### config.mk
export PLATFORM = sky130hd
export DESIGN_NAME = conv_link_responder
export DESIGN_NICKNAME = d
export VERILOG_FILES = /design/src/rtl/conv_link_pkg.sv /design/src/rtl/conv_link_edges.sv /design/src/rtl/conv_link_frame.sv /design/src/rtl/conv_link_power.sv /design/src/rtl/conv_link_responder.sv
export SDC_FILE = /design/constraint.sdc
export NUM_CORES = 1
export LEC_CHECK = 0
export BUFFER_PORTS_ARGS = -buffer_cell sky130_fd_sc_hd__buf_2
export CORE_MARGIN = 2
export CORE_UTILIZATION = 35
export DETAILED_ROUTE_END_ITERATION = 6
export GPL_TIMING_DRIVEN = 0
export PLACE_DENSITY = 0.53
export REMOVE_ABC_BUFFERS = 1
export SETUP_SLACK_MARGIN = 0.05
export SYNTH_ARGS = -nofsm -noshare
export SYNTH_HDL_FRONTEND = slang
export SYNTH_SLANG_ARGS = --single-unit
export TNS_END_PERCENT = 50
### constraint.sdc
create_clock -name clk -period 4.99 [get_ports clk]
set_clock_uncertainty 0.15 [all_clocks]
set_input_delay 0.998 -clock clk [delete_from_list [all_inputs] [get_ports clk]]
set_output_delay 0.998 -clock clk [all_outputs]
set_load 0.03 [all_outputs]
### src/rtl/conv_link_pkg.sv
package conv_link_pkg;

    typedef enum logic [1:0] {
        FR_IDLE,
        FR_SEND,
        FR_DRAIN
    } fr_state_t;

    typedef enum logic [1:0] {
        PM_DOWN,
        PM_WAKE,
        PM_RUN,
        PM_BUSY
    } pm_state_t;

endpackage

### src/rtl/conv_link_edges.sv
module conv_link_edges (
    input  logic clk,
    input  logic rst_n,
    input  logic cs_n_i,
    input  logic sclk_i,
    output logic cs_fall_o,
    output logic cs_rise_o,
    output logic sclk_fall_o,
    output logic sclk_rise_o
);

    logic cs_d_q;
    logic sclk_d_q;
    logic sel_steady;

    always_ff @(posedge clk or negedge rst_n) begin
        if (!rst_n) begin
            cs_d_q   <= 1'b1;
            sclk_d_q <= 1'b0;
        end else begin
            cs_d_q   <= cs_n_i;
            sclk_d_q <= sclk_i;
        end
    end

    // serial clock edges count only while chip select has been low for two samples
    assign sel_steady  = ~cs_n_i & ~cs_d_q;
    assign cs_fall_o   = cs_d_q & ~cs_n_i;
    assign cs_rise_o   = ~cs_d_q & cs_n_i;
    assign sclk_fall_o = sel_steady & sclk_d_q & ~sclk_i;
    assign sclk_rise_o = sel_steady & ~sclk_d_q & sclk_i;

endmodule

### src/rtl/conv_link_frame.sv
module conv_link_frame
    import conv_link_pkg::*;
#(
    parameter int DATA_W      = 12,
    parameter int LEAD_ZEROS  = 3,
    parameter int FRAME_EDGES = 16,
    parameter int TRACK_EDGE  = 13,
    localparam int CNT_W      = $clog2(FRAME_EDGES + 1)
) (
    input  logic              clk,
    input  logic              rst_n,
    input  logic              cs_fall_i,
    input  logic              cs_rise_i,
    input  logic              sclk_fall_i,
    input  logic              sclk_rise_i,
    input  logic [DATA_W-1:0] result_i,
    output logic              sdo_o,
    output logic              sdo_en_o,
    output logic              track_o,
    output logic [CNT_W-1:0]  fall_cnt_o
);

    localparam int PAD_W = FRAME_EDGES - LEAD_ZEROS - DATA_W;
    localparam logic [CNT_W-1:0] LAST_FALL = CNT_W'(FRAME_EDGES - 1);
    localparam logic [CNT_W-1:0] TRACK_M1  = CNT_W'(TRACK_EDGE - 1);
    localparam logic [CNT_W-1:0] RISE_MAX  = CNT_W'(FRAME_EDGES);

    fr_state_t              st_q, st_d;
    logic [FRAME_EDGES-1:0] word_q;
    logic [FRAME_EDGES-1:0] word_load;
    logic [CNT_W-1:0]       fall_cnt_q;
    logic [CNT_W-1:0]       rise_cnt_q;
    logic                   en_q;
    logic                   track_q;

    // leading zeros sit above the result, pad bits below it
    assign word_load = FRAME_EDGES'(result_i) << PAD_W;

    always_ff @(posedge clk or negedge rst_n) begin
        if (!rst_n) st_q <= FR_IDLE;
        else        st_q <= st_d;
    end

    always_comb begin
        st_d = st_q;
        unique case (st_q)
            FR_IDLE:  if (cs_fall_i) st_d = FR_SEND;
            FR_SEND: begin
                if (cs_rise_i)
                    st_d = FR_IDLE;
                else if (sclk_fall_i && fall_cnt_q == LAST_FALL)
                    st_d = FR_DRAIN;
            end
            FR_DRAIN: if (cs_rise_i) st_d = FR_IDLE;
            default:  st_d = FR_IDLE;
        endcase
    end

    always_ff @(posedge clk or negedge rst_n) begin
        if (!rst_n) begin
            word_q     <= '0;
            fall_cnt_q <= '0;
            rise_cnt_q <= '0;
            en_q       <= 1'b0;
            track_q    <= 1'b1;
        end else begin
            unique case (st_q)
                FR_IDLE: begin
                    if (cs_fall_i) begin
                        word_q     <= word_load;
                        fall_cnt_q <= '0;
                        rise_cnt_q <= '0;
                        en_q       <= 1'b1;
                        track_q    <= 1'b0;
                    end
                end
                FR_SEND, FR_DRAIN: begin
                    if (cs_rise_i) begin
                        en_q    <= 1'b0;
                        track_q <= 1'b1;
                    end else begin
                        if (sclk_fall_i && st_q == FR_SEND) begin
                            fall_cnt_q <= fall_cnt_q + 1'b1;
                            word_q     <= word_q << 1;
                            if (fall_cnt_q == LAST_FALL) en_q <= 1'b0;
                        end
                        if (sclk_rise_i && rise_cnt_q != RISE_MAX) begin
                            rise_cnt_q <= rise_cnt_q + 1'b1;
                            if (rise_cnt_q == TRACK_M1) track_q <= 1'b1;
                        end
                    end
                end
                default: en_q <= 1'b0;
            endcase
        end
    end

    assign sdo_o      = en_q & word_q[FRAME_EDGES-1];
    assign sdo_en_o   = en_q;
    assign track_o    = track_q;
    assign fall_cnt_o = fall_cnt_q;

    AST_FALL_OPENS: assert property (@(posedge clk) disable iff (!rst_n) cs_fall_i |=> (sdo_en_o && !track_o));
    AST_RISE_CLOSES: assert property (@(posedge clk) disable iff (!rst_n) cs_rise_i |=> (!sdo_en_o && track_o));
    AST_TRACK_EDGE: assert property (@(posedge clk) disable iff (!rst_n) (sclk_rise_i && !cs_rise_i && rise_cnt_q == TRACK_M1) |=> track_o);
    AST_IDLE_SCLK: assert property (@(posedge clk) disable iff (!rst_n) (st_q == FR_IDLE && !cs_fall_i) |=> !sdo_en_o);
    AST_CNT_LIMIT: assert property (@(posedge clk) disable iff (!rst_n) fall_cnt_q <= CNT_W'(FRAME_EDGES));

endmodule

### src/rtl/conv_link_power.sv
module conv_link_power
    import conv_link_pkg::*;
#(
    parameter int   FRAME_EDGES = 16,
    parameter int   SLEEP_EDGE  = 2,
    parameter int   KEEP_EDGE   = 10,
    parameter logic START_AWAKE = 1'b0,
    localparam int  CNT_W       = $clog2(FRAME_EDGES + 1)
) (
    input  logic             clk,
    input  logic             rst_n,
    input  logic             cs_fall_i,
    input  logic             cs_rise_i,
    input  logic [CNT_W-1:0] fall_cnt_i,
    output logic             awake_o,
    output logic             cnv_ok_o
);

    localparam logic [CNT_W-1:0] SLEEP_C = CNT_W'(SLEEP_EDGE);
    localparam logic [CNT_W-1:0] KEEP_C  = CNT_W'(KEEP_EDGE);
    localparam pm_state_t        PM_RST  = START_AWAKE ? PM_RUN : PM_DOWN;

    pm_state_t st_q, st_d;
    logic      early;
    logic      keep;
    logic      pend_q;
    logic      ok_q;

    assign early = fall_cnt_i < SLEEP_C;
    assign keep  = fall_cnt_i >= KEEP_C;

    always_ff @(posedge clk or negedge rst_n) begin
        if (!rst_n) st_q <= PM_RST;
        else        st_q <= st_d;
    end

    always_comb begin
        st_d = st_q;
        unique case (st_q)
            PM_DOWN: if (cs_fall_i) st_d = PM_WAKE;
            PM_WAKE: if (cs_rise_i) st_d = keep ? PM_RUN : PM_DOWN;
            PM_RUN:  if (cs_fall_i) st_d = PM_BUSY;
            PM_BUSY: begin
                if (cs_rise_i) begin
                    if (early || keep) st_d = PM_RUN;
                    else               st_d = PM_DOWN;
                end
            end
            default: st_d = PM_DOWN;
        endcase
    end

    always_ff @(posedge clk or negedge rst_n) begin
        if (!rst_n) begin
            pend_q <= 1'b1;
            ok_q   <= 1'b0;
        end else begin
            if (cs_fall_i) ok_q <= ~pend_q;
            if (cs_rise_i) begin
                if (st_d == PM_DOWN) pend_q <= 1'b1;
                else if (keep)       pend_q <= 1'b0;
            end
        end
    end

    assign awake_o  = (st_q == PM_RUN) || (st_q == PM_BUSY);
    assign cnv_ok_o = ok_q;

    AST_SLEEP_ENTRY: assert property (@(posedge clk) disable iff (!rst_n) (cs_rise_i && st_q == PM_BUSY && !early && !keep) |=> !awake_o);
    AST_EARLY_HOLD: assert property (@(posedge clk) disable iff (!rst_n) (cs_rise_i && st_q == PM_BUSY && early) |=> awake_o);
    AST_AWAKE_STABLE: assert property (@(posedge clk) disable iff (!rst_n) !cs_rise_i |=> $stable(awake_o));
    AST_WAKE_FAIL: assert property (@(posedge clk) disable iff (!rst_n) (cs_rise_i && st_q == PM_WAKE && !keep) |=> !awake_o);
    AST_DUMMY_FLAG: assert property (@(posedge clk) disable iff (!rst_n) (cs_fall_i && st_q == PM_DOWN) |=> !cnv_ok_o);

endmodule

### src/rtl/conv_link_responder.sv
module conv_link_responder #(
    parameter int   DATA_W      = 12,
    parameter int   LEAD_ZEROS  = 3,
    parameter int   FRAME_EDGES = 16,
    parameter int   TRACK_EDGE  = 13,
    parameter int   SLEEP_EDGE  = 2,
    parameter int   KEEP_EDGE   = 10,
    parameter logic START_AWAKE = 1'b0
) (
    input  logic              clk,
    input  logic              rst_n,
    input  logic              cs_n_i,
    input  logic              sclk_i,
    input  logic [DATA_W-1:0] result_i,
    output logic              sdo_o,
    output logic              sdo_en_o,
    output logic              track_o,
    output logic              awake_o,
    output logic              cnv_ok_o
);

    localparam int CNT_W = $clog2(FRAME_EDGES + 1);

    logic             cs_fall;
    logic             cs_rise;
    logic             sclk_fall;
    logic             sclk_rise;
    logic [CNT_W-1:0] fall_cnt;

    conv_link_edges u_edges (
        .clk         (clk),
        .rst_n       (rst_n),
        .cs_n_i      (cs_n_i),
        .sclk_i      (sclk_i),
        .cs_fall_o   (cs_fall),
        .cs_rise_o   (cs_rise),
        .sclk_fall_o (sclk_fall),
        .sclk_rise_o (sclk_rise)
    );

    conv_link_frame #(
        .DATA_W      (DATA_W),
        .LEAD_ZEROS  (LEAD_ZEROS),
        .FRAME_EDGES (FRAME_EDGES),
        .TRACK_EDGE  (TRACK_EDGE)
    ) u_frame (
        .clk         (clk),
        .rst_n       (rst_n),
        .cs_fall_i   (cs_fall),
        .cs_rise_i   (cs_rise),
        .sclk_fall_i (sclk_fall),
        .sclk_rise_i (sclk_rise),
        .result_i    (result_i),
        .sdo_o       (sdo_o),
        .sdo_en_o    (sdo_en_o),
        .track_o     (track_o),
        .fall_cnt_o  (fall_cnt)
    );

    conv_link_power #(
        .FRAME_EDGES (FRAME_EDGES),
        .SLEEP_EDGE  (SLEEP_EDGE),
        .KEEP_EDGE   (KEEP_EDGE),
        .START_AWAKE (START_AWAKE)
    ) u_power (
        .clk        (clk),
        .rst_n      (rst_n),
        .cs_fall_i  (cs_fall),
        .cs_rise_i  (cs_rise),
        .fall_cnt_i (fall_cnt),
        .awake_o    (awake_o),
        .cnv_ok_o   (cnv_ok_o)
    );

endmodule

# Yosys cells after proc, flatten, opt, wreduce, memory -nomap -nowiden
# Index checks and enable logic that the tools add are counted.
# classes
addsub	2
reduce_logical	17
order_cmp	2
mux	35
n_eq_ne	18
n_bitwise	13
# ops
cell	count
$mux 16	3
$pmux 16 s2	1
$mux 5	5
$mux 2	10
$pmux 5 s2	2
$ne 3x2->1 const B	5
$reduce_and 4->1	3
$add 5x1->5 const B	2
$eq 5x4->1 const B	2
$mux 1	10
$and 1x1->1	8
$pmux 2 s4	1
$eq 2x2->1 const B	3
$logic_not 2->1	3
$ne 2x2->1 const B	3
$pmux 2 s3	1
$reduce_and 3->1	2
$ge 5x4->1 const B	1
$lt 5x2->1 const B	1
$ne 5x5->1 const B	1
$not 1->1	5
$eq 2x1->1 const B	2
$ne 2x1->1 const B	2
$pmux 1 s2	2
other kinds (5)	9
# totals
reg_bits	36
word_cells	98
input_bits	16

# Logic depth before layout (Yosys ltp)
# Gate-level depths: netlist (run 1).
# logic_depth
ltp_word	8
depth_mapped	10

# Modules after synthesis
# From an unflattened synthesis (run 1), not the netlist that was laid out.
# unflattened
cells_unflattened	182
hier_area_um2	1996.9
# modules_own_cells
module	cells_each	instances	area_per_inst_um2
conv_link_frame	156	1	1716.6
conv_link_power	20	1	197.7
conv_link_edges	6	1	82.6

# Least setup slack after synthesis (run 1)
# OpenSTA, ideal clock, no wires.
# synth_timing
kind	input -> register
startpoint	input port cs_n_i
endpoint	register u_frame.word_q[3]
setup_time_ps	124
path_slack_ps	2675
n_path_buf	4
t_arrival_ps	2041
stages	8
required_ps	4716
cell_sequence	buf_2 nor4bb_1 buf_2 a31oi_1 buf_2 buf_6 nand2_1 o21ai_1
# synth_between
elab_chain_len	7
word_cells_on_any_way	11
classes_between	eq/ne: 3; bitwise: 6; reduce/logical: 2
# synth_lines
element	line	source
start, declared	conv_link_responder.sv:12	input logic cs_n_i,
$not 1->1	conv_link_edges.sv:27, conv_link_edges.sv:28	
$and 1x1->1	conv_link_edges.sv:27	assign sel_steady = ~cs_n_i & ~cs_d_q;
$and 1x1->1 (2 in series)	conv_link_edges.sv:30	assign sclk_fall_o = sel_steady & sclk_d_q & ~sclk_i;
$logic_and 1x1->1	conv_link_frame.sv:82	if (sclk_fall_i && st_q == FR_SEND) begin
$ne 2x1->1 (no line)	-	
$reduce_and 4->1 (no line) *	-	
end signal, assigned	conv_link_frame.sv:70	word_q <= word_load;
end signal, assigned	conv_link_frame.sv:84	word_q <= word_q << 1;
end, declared	conv_link_frame.sv:29	logic [FRAME_EDGES-1:0] word_q;
# Every way passes the cells marked *; elsewhere a longest branch is shown, timed or not.
# A chain may end at the register's enable or synchronous reset.

# Worst setup path after layout (run 1)
# layout_timing
startpoint	register u_frame.st_q[0]
endpoint	register u_frame.fall_cnt_q[1] (netlist: u_frame.fall_cnt_o[1])
# layout_between
elab_chain_len	4
word_cells_on_any_way	11
classes_between	eq/ne: 5; mux: 1; reduce/logical: 5
# layout_lines
element	line	source
start, declared	conv_link_frame.sv:28	fr_state_t st_q, st_d;
start signal, assigned	conv_link_frame.sv:41	else st_q <= st_d;
$eq 2x2->1 or $eq 2x1->1 (tied branches)	conv_link_frame.sv:67, conv_link_frame.sv:82	
$reduce_or 2->1 or $logic_and 1x1->1 (tied branches)	conv_link_frame.sv:67, conv_link_frame.sv:82	
$ne 2x1->1 (no line) (tied with other cells)	-	
$reduce_and 4->1 (no line)	-	
end signal, assigned	conv_link_frame.sv:83	fall_cnt_q <= fall_cnt_q + 1'b1;
end, declared	conv_link_frame.sv:31	logic [CNT_W-1:0] fall_cnt_q;
# Several ways; a longest one is shown, not always the timed one.

==> results of run 1 <==
-- final timing paths --
check,from,end,slack [ps],cells after the start
worst min register to register,u_power.cnv_ok_o,u_power.cnv_ok_o,330,2
max in group asynchronous,rst_n,u_frame.word_q[15],3530,1
worst max-delay path,u_frame.st_q[0],u_frame.fall_cnt_o[1],2000,6
worst max register to register,u_frame.st_q[0],u_frame.fall_cnt_o[1],2000,6
min in group asynchronous,rst_n,u_frame.st_q[0],630,1
worst min-delay path,u_power.cnv_ok_o,u_power.cnv_ok_o,330,2
-- where the power goes --
| group | total (mW) | switching [mW] | internal, mW |
|---|---|---|---|
| registers | 0.400 | 0.0446 | 0.355 |
| logic | 0.360 | 0.209 | 0.151 |
| clock network | 0.266 | 0.104 | 0.162 |
| total | 1.03 | 0.358 | 0.668 |
-- critical path, cell delays in order (launching register included) --
cell and delay [ps]:
dfrtp_1 400, inv_1 80, ha_1 620, nor4bb_2 870, a31oi_2 300, buf_8 260, a22o_1 180
-- state kept, by name, indices dropped and copies added (netlist names) --
| signal | count |
|---|---|
| u_edges.cs_d_q | 1 |
| u_edges.sclk_d_q | 1 |
| u_frame.fall_cnt_o | 5 |
| u_frame.rise_cnt_q | 5 |
| u_frame.sdo_en_o | 1 |
| u_frame.st_q | 2 |
| u_frame.track_o | 1 |
| u_frame.word_q | 15 |
| u_power.cnv_ok_o | 1 |
| u_power.pend_q | 1 |
| u_power.st_q | 2 |
-- synthesized netlist by cell type, drive strengths merged --
cell / instances / area, sq um
xor2: 1 / 8.76
a31oi: 4 / 25.0
a221oi: 1 / 8.76
nor4b: 2 / 32.5
a22o: 5 / 43.8
nand2b: 1 / 6.26
a41o: 1 / 10.0
nor2b: 2 / 12.5
nand4: 3 / 18.8
nand3: 6 / 30.0
o31ai: 1 / 7.51
o221ai: 1 / 8.76
clkbuf: 1 / 3.75
nor2: 9 / 33.8
nand3b: 1 / 7.51
o211ai: 2 / 15.0
a211oi: 1 / 7.51
maj3: 1 / 10.0
nor3: 1 / 5.00
buf: 9 / 58.8
mux2i: 14 / 140
nand4b: 1 / 8.76
dfrtp: 32 / 801
o21ai: 18 / 90.1
a21oi: 3 / 15.0
xnor2: 2 / 17.5
inv: 9 / 33.8
and3: 3 / 18.8
a21o: 1 / 7.51
and2: 2 / 12.5
ha: 7 / 87.6
dfstp: 3 / 78.8
nand2: 20 / 75.1
nor4bb: 1 / 10.0
o21a: 1 / 7.51
-- area by class of cell --
| type | instances | area share (%) |
|---|---|---|
| clock buffer | 6 | 4.08 |
| clock inverter | 2 | 1.73 |
| inverter | 9 | 1.67 |
| multi-input combinational | 116 | 39.2 |
| sequential | 35 | 43.4 |
| tap | 67 | 4.14 |
| timing repair buffer | 21 | 5.69 |
-- routing by layer --
layer | routed length, microns | track usage, % | share of wire [%] | vias up
li1 | - | - | - | 634
met1 | 1650 | 17.8 | 49 | 610
met2 | 1500 | 22.4 | 44 | 38
met3 | 199 | 4.82 | 5.9 | 5
met4 | 46 | 5.36 | 1.4 | 0
met5 | 0 | 0 | 0 | -
-- kinds of logic (layout without fill, tap and decap cells) --
logic type,Yosys count,count (layout)
mux,14,14
buf+inv,19,38
compound gates,39,39
simple gates,52,52
fa+ha+maj,8,8
xor+xnor,3,3
flops,35,35
-- stage by stage --
| step | cells | setup WS, ps |
|---|---|---|
| floorplan | 160 | 1920 |
| global placement | 247 | 1040 |
| detailed placement | 248 | 1590 |
| CTS | 256 | 1560 |
| global route | 256 | 1710 |
| finish | 256 | 2000 |
==> run_results.csv, run 1 <==
group,metric,value,unit
timing,hold_viol,0,
clocking,clk_transition_reported_paths,70,ps
floorplanning,start_util,36.7,%
timing,fin_setup_tns,0,ps
global_routing,grt_first_pass_wirelength,5.95,mm
global_routing,grtUsageTotal,14.1,%
finish,layout_common_cells,"dfrtp_1, nand2_1, buf_2, mux2i_1, o21ai_1",
detailed_routing,vias,1287,
clocking,worstSkewPairLatency,290,ps
place,place.gp.congestion,0.790,
timing,setup_viol,0,
timing,worst_pin_slew,836,ps
logic_synthesis,netlist_area,1760,sq um
global_routing,grt_max_degree,36,
logic_synthesis,ys_ff_latch,35,
timing,whs,330,ps
logic_synthesis,yosys_warnings,0,
global_routing,grt_pass1_vias,1290,
clocking,post_cts_buffers,0,
pwr,power_per_cell_area,507,nW/um^2
timing,relSlewSlack,43.5,%
clocking,cts_hold_buf,0,
pwr,power.leakage,0.964,nW
clocking,clockBufferDepth,2,
timing,max_freq,0.334,GHz
floorplanning,io_pins,21,
floorplanning,core_area,4790,sq um
timing,drv_slew,0,
finish,num-fill-cells,471,
detailed_routing,wl_per_cell,13.2,microns
detailed_routing,ant_nets,0,
setup_path,crit_type,"flip-flop to flip-flop",
logic_synthesis,synth-simple-area-share,15.4,%
clocking,ctsResizeCount,0,
logic_synthesis,avgSynthCellArea,10.3,sq um
timing,rsz0062_at_grt,"no",
timing,finalCritPeriodShare,60.0,%
flow_run,maxCapViolCount,0,
worst_hold_path,hp-class,"flip-flop to flip-flop",
floorplanning,die_x,74.9,microns
run_status,status,"finished clean",
place,dp_hpwl,2.36,mm
detailed_routing,drt_iter0_drc,68,
logic_synthesis,synth-xor-area-share,1.49,%
clocking,clkSinkCount,35,
finish,final_common_cell,"dfrtp_1",
finish,layout-drive-gt1-share,18.5,%
logic_synthesis,synth_compound_area_share,14.0,%
detailed_routing,drt_first_pass_iters,4,
finish,syn2layout_area_growth,15.2,%
floorplanning,dieArea,5610,sq um
logic_synthesis,synth_fa_ha_area_share,5.55,%
floorplanning,chipHeight,74.9,microns
clocking,numCtsBuffers,5,
global_routing,overflow,0,
logic_synthesis,synth_top_family_by_area,"simple AND/OR/NAND/NOR gates",
setup_path,cp-end-kind,"flip-flop",
logic_synthesis,seq_area_frac_synth,50.0,%
finish,final_util,42.3,%
finish,multi_input_area,795,sq um
logic_synthesis,synthMuxAreaShare,7.97,%
clocking,cts_root_buffer,"clkbuf_8",
finish,fin_nets,211,
detailed_routing,avgViaCountPerCell,5.03,
place,place.port_buffers,20,
floorplanning,rows,25,
setup_path,crit_path_start_kind,"flip-flop",
logic_synthesis,synth_cell_types,40,
clocking,htree_levels,2,
detailed_routing,wirelength,3.39,mm
detailed_routing,drcViolationCount,0,
pwr,ir_worst_vdd,0.000175,V
finish,design_area,2020,sq um
pwr,total_power,1.03,mW
setup_path,worstPathArrival,3020,ps
timing,period_minus_slack,2990,ps
logic_synthesis,synthCells,170,
finish,diodes,0,
clocking,cts_tree,"done",
finish,seq_area,880,sq um
global_routing,antenna_found_initial,0,
place,placed_area,1900,sq um
setup_path,cp.required,5010,ps
setup_path,cp_max_fo,19,
Note: power is estimated with default switching activity, not from simulation.
==> run 2, diff against run 1 <==
Clock period 4.99 ns to 2.9 ns, I/O delays scaled along.
==> run 2 against run 1 <==
Against the previous run:
- cell count unchanged
- critical path type unchanged
- sequential power up 72%
- via count down 0.85%
- largest power group unchanged
- highest routed layer unchanged
==> run_results.csv, run 2 (same netlist as run 1, synthesis figures left out) <==
group,metric,value,unit
run_status,status,"finished clean",
floorplanning,start_util,36.7,%
place,placed_area,1900,sq um
worst_hold_path,hp-class,"primary input to async pin",
finish,fin_nets,211,
finish,layoutNonFillerInstCount,256,
setup_path,ff2ff_setup_slack,380,ps
setup_path,cp_max_fo,19,
global_routing,grtUsageTotal,14.1,%
global_routing,grt_first_pass_wirelength,5.94,mm
setup_path,cp.required,2920,ps
setup_path,worstPathArrival,2550,ps
finish,regMostFlops,"u_frame.word_q",
timing,fin_setup_tns,0,ps
floorplanning,io_pins,21,
clocking,clkSinkCount,35,
clocking,clockBufferDepth,2,
setup_path,timing.critical_path.to,"u_frame.fall_cnt_o[1]",
pwr,ir_worst_vdd,0.000333,V
setup_path,r2r-end,"u_frame.fall_cnt_o[1]",
clocking,htree_levels,2,
finish,layout_common_cells,"dfrtp_1, nand2_1, buf_2, mux2i_1, o21ai_1",
finish,final_common_cell,"dfrtp_1",
flow_run,maxCapViolCount,0,
setup_path,rr_worst_depth,6,
detailed_routing,wirelength,3.39,mm
clocking,worstSkewPairLatency,290,ps
place,dp_cells,248,
pwr,power.leakage,0.970,nW
timing,finalCritPeriodShare,87.1,%
clocking,clk_transition_reported_paths,80,ps
detailed_routing,vias,1276,
setup_path,cp-end-kind,"flip-flop",
place,place.port_buffers,20,
timing,rsz0062_at_grt,"no",
finish,diodes,0,
place,place.gp.congestion,0.790,
global_routing,grt_pass1_vias,1284,
detailed_routing,drt_iter0_drc,78,
clocking,numCtsBuffers,5,
clocking,post_cts_buffers,0,
detailed_routing,ant_nets,0,
clocking,cts_root_buffer,"clkbuf_8",
global_routing,grt_max_degree,36,
timing,setup_viol,0,
setup_path,crit_path_start_kind,"flip-flop",
global_routing,antenna_found_initial,0,
timing,hold_viol,0,
finish,syn2layout_area_growth,15.8,%
finish,num-fill-cells,472,
timing,max_freq,0.396,GHz
finish,layout-drive-gt1-share,19.0,%
floorplanning,chipHeight,74.9,microns
floorplanning,die_x,74.9,microns
detailed_routing,drcViolationCount,0,
timing,relSlewSlack,47.6,%
timing,period_minus_slack,2520,ps
finish,largest_register_ffs,15,
global_routing,overflow,0,
setup_path,startpoint,"u_frame.st_q[1]",
detailed_routing,wl_per_cell,13.2,microns
detailed_routing,avgViaCountPerCell,4.98,
timing,drv_slew,0,
setup_path,crit_type,"flip-flop to flip-flop",
place,dp_hpwl,2.36,mm
pwr,power_per_cell_area,877,nW/um^2
floorplanning,rows,25,
setup_path,r2r-start,"u_frame.st_q[1]",
floorplanning,dieArea,5610,sq um
finish,design_area,2040,sq um
clocking,cts_tree,"done",
detailed_routing,drt_first_pass_iters,4,
floorplanning,core_area,4790,sq um
timing,worst_pin_slew,786,ps
timing,whs,207,ps
pwr,total_power,1.79,mW
==> run 2: cell count changes in the layout (fill, tap and decap cells not counted) <==
cell      change
ha_2          +1
ha_1          -1
nor4bb_4      +1
nor4bb_2      -1
==> run 2: per-stage QoR <==
| stage | utilization, % | setup slack, ps |
|---|---|---|
| 4_1_cts | 42.5 | 92.0 |
| 2_1_floorplan | - | -174 |
| 6_report | 42.5 | 375 |
| 5_1_grt | 42.5 | 156 |
| 3_5_place_dp | 39.7 | -502 |
| 3_3_place_gp | 39.3 | -1050 |
==> run 2: final cells by class <==
type / instances / area (sq um) / share of cell area (%)
inverters: 9 / 33.8 / 1.66
clock buffers: 6 / 82.6 / 4.06
well taps: 67 / 83.8 / 4.12
flip-flops and latches: 35 / 880 / 43.2
multi-input cells: 116 / 806 / 39.6
repair buffers: 21 / 115 / 5.65
clock inverters: 2 / 35.0 / 1.72
==> run 2: worst min-delay path by stage <==
stage,to,slack (ps),from,cells past startpoint
2_1_floorplan,u_edges.sclk_d_q,130,rst_n,0
3_3_place_gp,u_power.cnv_ok_o,320,u_power.cnv_ok_o,2
3_5_place_dp,u_power.cnv_ok_o,320,u_power.cnv_ok_o,2
4_1_cts,u_frame.word_q[1],240,rst_n,1
5_1_grt,u_frame.word_q[1],280,rst_n,1
6_report,u_frame.st_q[0],210,rst_n,1
==> run 2: layer usage <==
metal	global-route usage (%)	vias to the layer above	wire, microns
li1	-	635	-
met4	5.36	0	55
met3	4.82	8	221
met1	17.8	595	1620
met5	0	-	0
met2	22.4	38	1500
==> run 2: power breakdown <==
group | switching, mW | internal [mW] | total, mW
sequential | 0.0772 | 0.611 | 0.688
clock | 0.181 | 0.278 | 0.459
combinational | 0.367 | 0.272 | 0.639
total | 0.625 | 1.16 | 1.79
==> run 2: critical path: stages (launching register included) <==
cell	delay, ps
dfrtp_1	400
inv_1	110
ha_2	450
nor4bb_4	590
a31oi_2	250
buf_8	260
a22o_1	180
==> run 2: repair_timing <==
| action | 4_1_cts | 5_1_grt |
|---|---|---|
| hold buffers | 0 | 0 |
| pin swaps | 0 | 0 |
| gates resized for setup | 2 | 1 |
| setup endpoints to repair | 20 | 15 |
| gates cloned | 0 | 0 |
==> run 3, diff against run 2 <==
Settings changed: CAP_MARGIN set to 20, CELL_PAD_IN_SITES_DETAIL_PLACEMENT set to 0, CELL_PAD_IN_SITES_GLOBAL_PLACEMENT set to 1, PLACE_DENSITY 0.53 to 0.64.
==> run 3 against run 2 <==
Against the previous run:
- maximum frequency down 3.4%
- global-route usage down 0.25 points
- via count up 2.2%
- die area unchanged
- hold slack better by 9.7 ps
- cell count up 0.39%
- sequential share of layout area up 0.46 points
- power down 4.6%
- count of clock-buffer cells in the layout up 2
- critical endpoint is now u_frame.word_q[3]
- critical path type unchanged
==> run_results.csv, run 3 (same netlist as run 1, synthesis figures left out) <==
group,metric,value,unit
run_status,status,"finished clean",
floorplanning,die_x,74.9,microns
finish,fin_nets,212,
timing,finalCritPeriodShare,90.1,%
setup_path,crit_path_start_kind,"flip-flop",
floorplanning,start_util,36.7,%
clocking,clkSinkCount,35,
timing,period_minus_slack,2610,ps
finish,layoutNonFillerInstCount,257,
setup_path,cp.required,2960,ps
place,placed_area,1910,sq um
pwr,pwr-share-comb,36.6,%
place,dp_hpwl,2.43,mm
pwr,switchingPower,0.609,mW
global_routing,grt_pass1_vias,1316,
global_routing,grtUsageTotal,13.9,%
clocking,clockBufferDepth,2,
timing,whs,216,ps
detailed_routing,drcViolationCount,0,
floorplanning,core_area,4790,sq um
clocking,post_cts_buffers,0,
timing,drv_slew,0,
global_routing,grt_max_degree,36,
clocking,cts_tree,"done",
setup_path,ff2ff_setup_slack,290,ps
timing,rsz0062_at_grt,"no",
floorplanning,rows,25,
timing,setup_viol,0,
timing,max_freq,0.383,GHz
setup_path,cp-end-kind,"flip-flop",
floorplanning,dieArea,5610,sq um
finish,layout_common_cells,"dfrtp_1, buf_2, nand2_1, mux2i_1, o21ai_1",
setup_path,cp_max_fo,19,
clocking,clk_transition_reported_paths,70,ps
place,place.gp.congestion,0.767,
pwr,clockPowerShare,22.9,%
global_routing,overflow,0,
flow_run,maxCapViolCount,0,
detailed_routing,ant_nets,0,
clocking,htree_levels,2,
setup_path,crit_type,"flip-flop to flip-flop",
finish,layout-drive-gt1-share,18.9,%
detailed_routing,wirelength,3.38,mm
pwr,seq_power_share,40.4,%
finish,multi_input_area,797,sq um
timing,relSlewSlack,47.0,%
timing,worst_pin_slew,795,ps
detailed_routing,vias,1304,
timing,hold_viol,0,
place,place.port_buffers,20,
clocking,worstSkewPairLatency,290,ps
finish,diodes,0,
pwr,power.leakage,0.958,nW
place,dp_cells,249,
pwr,power_per_cell_area,846,nW/um^2
setup_path,worstPathArrival,2670,ps
pwr,total_power,1.70,mW
finish,syn2layout_area_growth,14.6,%
detailed_routing,wl_per_cell,13.2,microns
detailed_routing,drt_iter0_drc,52,
finish,largest_register_ffs,15,
worst_hold_path,hp-class,"primary input to async pin",
finish,num-fill-cells,474,
clocking,numCtsBuffers,5,
finish,design_area,2010,sq um
pwr,ir_worst_vdd,0.000361,V
floorplanning,io_pins,21,
global_routing,grt_first_pass_wirelength,5.85,mm
global_routing,antenna_found_initial,0,
clocking,cts_root_buffer,"clkbuf_8",
pwr,swShare,35.7,%
floorplanning,chipHeight,74.9,microns
detailed_routing,avgViaCountPerCell,5.07,
pwr,p_int,1.10,mW
detailed_routing,drt_first_pass_iters,4,
finish,seq_area,880,sq um
finish,final_common_cell,"dfrtp_1",
finish,regMostFlops,"u_frame.word_q",
[run 3: power groups by stage]
| stage | sequential [mW] | clock, mW | combinational (mW) |
|---|---|---|---|
| 6_report | 0.689 | 0.391 | 0.624 |
| 2_1_floorplan | 0.701 | 0 | 0.453 |
| 3_5_place_dp | 0.700 | 0 | 0.626 |
| 5_1_grt | 0.708 | 0.423 | 0.705 |
| 3_3_place_gp | 0.693 | 0 | 0.588 |
| 4_1_cts | 0.690 | 0.406 | 0.639 |
[run 3: cell type report]
type	instances	area share, %
repair buffers	22	5.96
well taps	67	4.16
multi-input cells	116	39.6
clock buffers	8	4.97
flip-flops and latches	35	43.7
inverters	9	1.68
[run 3: path summary, 6_finish.rpt]
path                                   startpoint               endpoint  cells after the start
worst max register to register    u_frame.st_q[1]      u_frame.word_q[3]                      8
min in group clk                           sclk_i       u_edges.sclk_d_q                      1
worst min register to register  u_frame.word_q[8]      u_frame.word_q[8]                      2
worst min-delay path                        rst_n       u_power.cnv_ok_o                      1
worst max-delay path              u_frame.st_q[1]      u_frame.word_q[3]                      8
max in group asynchronous                   rst_n  u_frame.rise_cnt_q[1]                      1
[run 3: routing by layer]
| layer | wire, microns | global-route usage [%] |
|---|---|---|
| met3 | 200 | 4.95 |
| met4 | 49 | 5.56 |
| met1 | 1580 | 18.3 |
| met2 | 1550 | 20.8 |
| met5 | 0 | 0 |
[run 3: metrics by stage]
stage | setup TNS (ps) | utilization [%] | setup slack (ps)
2_1_floorplan | -1690 | - | -174
3_3_place_gp | -15890 | 39.3 | -984
3_5_place_dp | -718 | 39.8 | -125
4_1_cts | 0 | 42.1 | 243
5_1_grt | 0 | 42.1 | 53.3
6_report | 0 | 42.1 | 286
[run 3: critical path, cell delays in order, from the launching register on]
cell      delay [ps]
dfrtp_1          380
inv_1             90
ha_2             640
nor4bb_2         160
buf_2            190
a31oi_2          550
buf_8            230
nand2_1           60
o21ai_1           80
[run 3: timing repair]
| item | 4_1_cts | 5_1_grt |
|---|---|---|
| endpoints found under the setup margin | 13 | 0 |
| endpoints found under the hold margin | 0 | 0 |
| gates resized for setup | 2 | 0 |
| hold buffers | 0 | 0 |
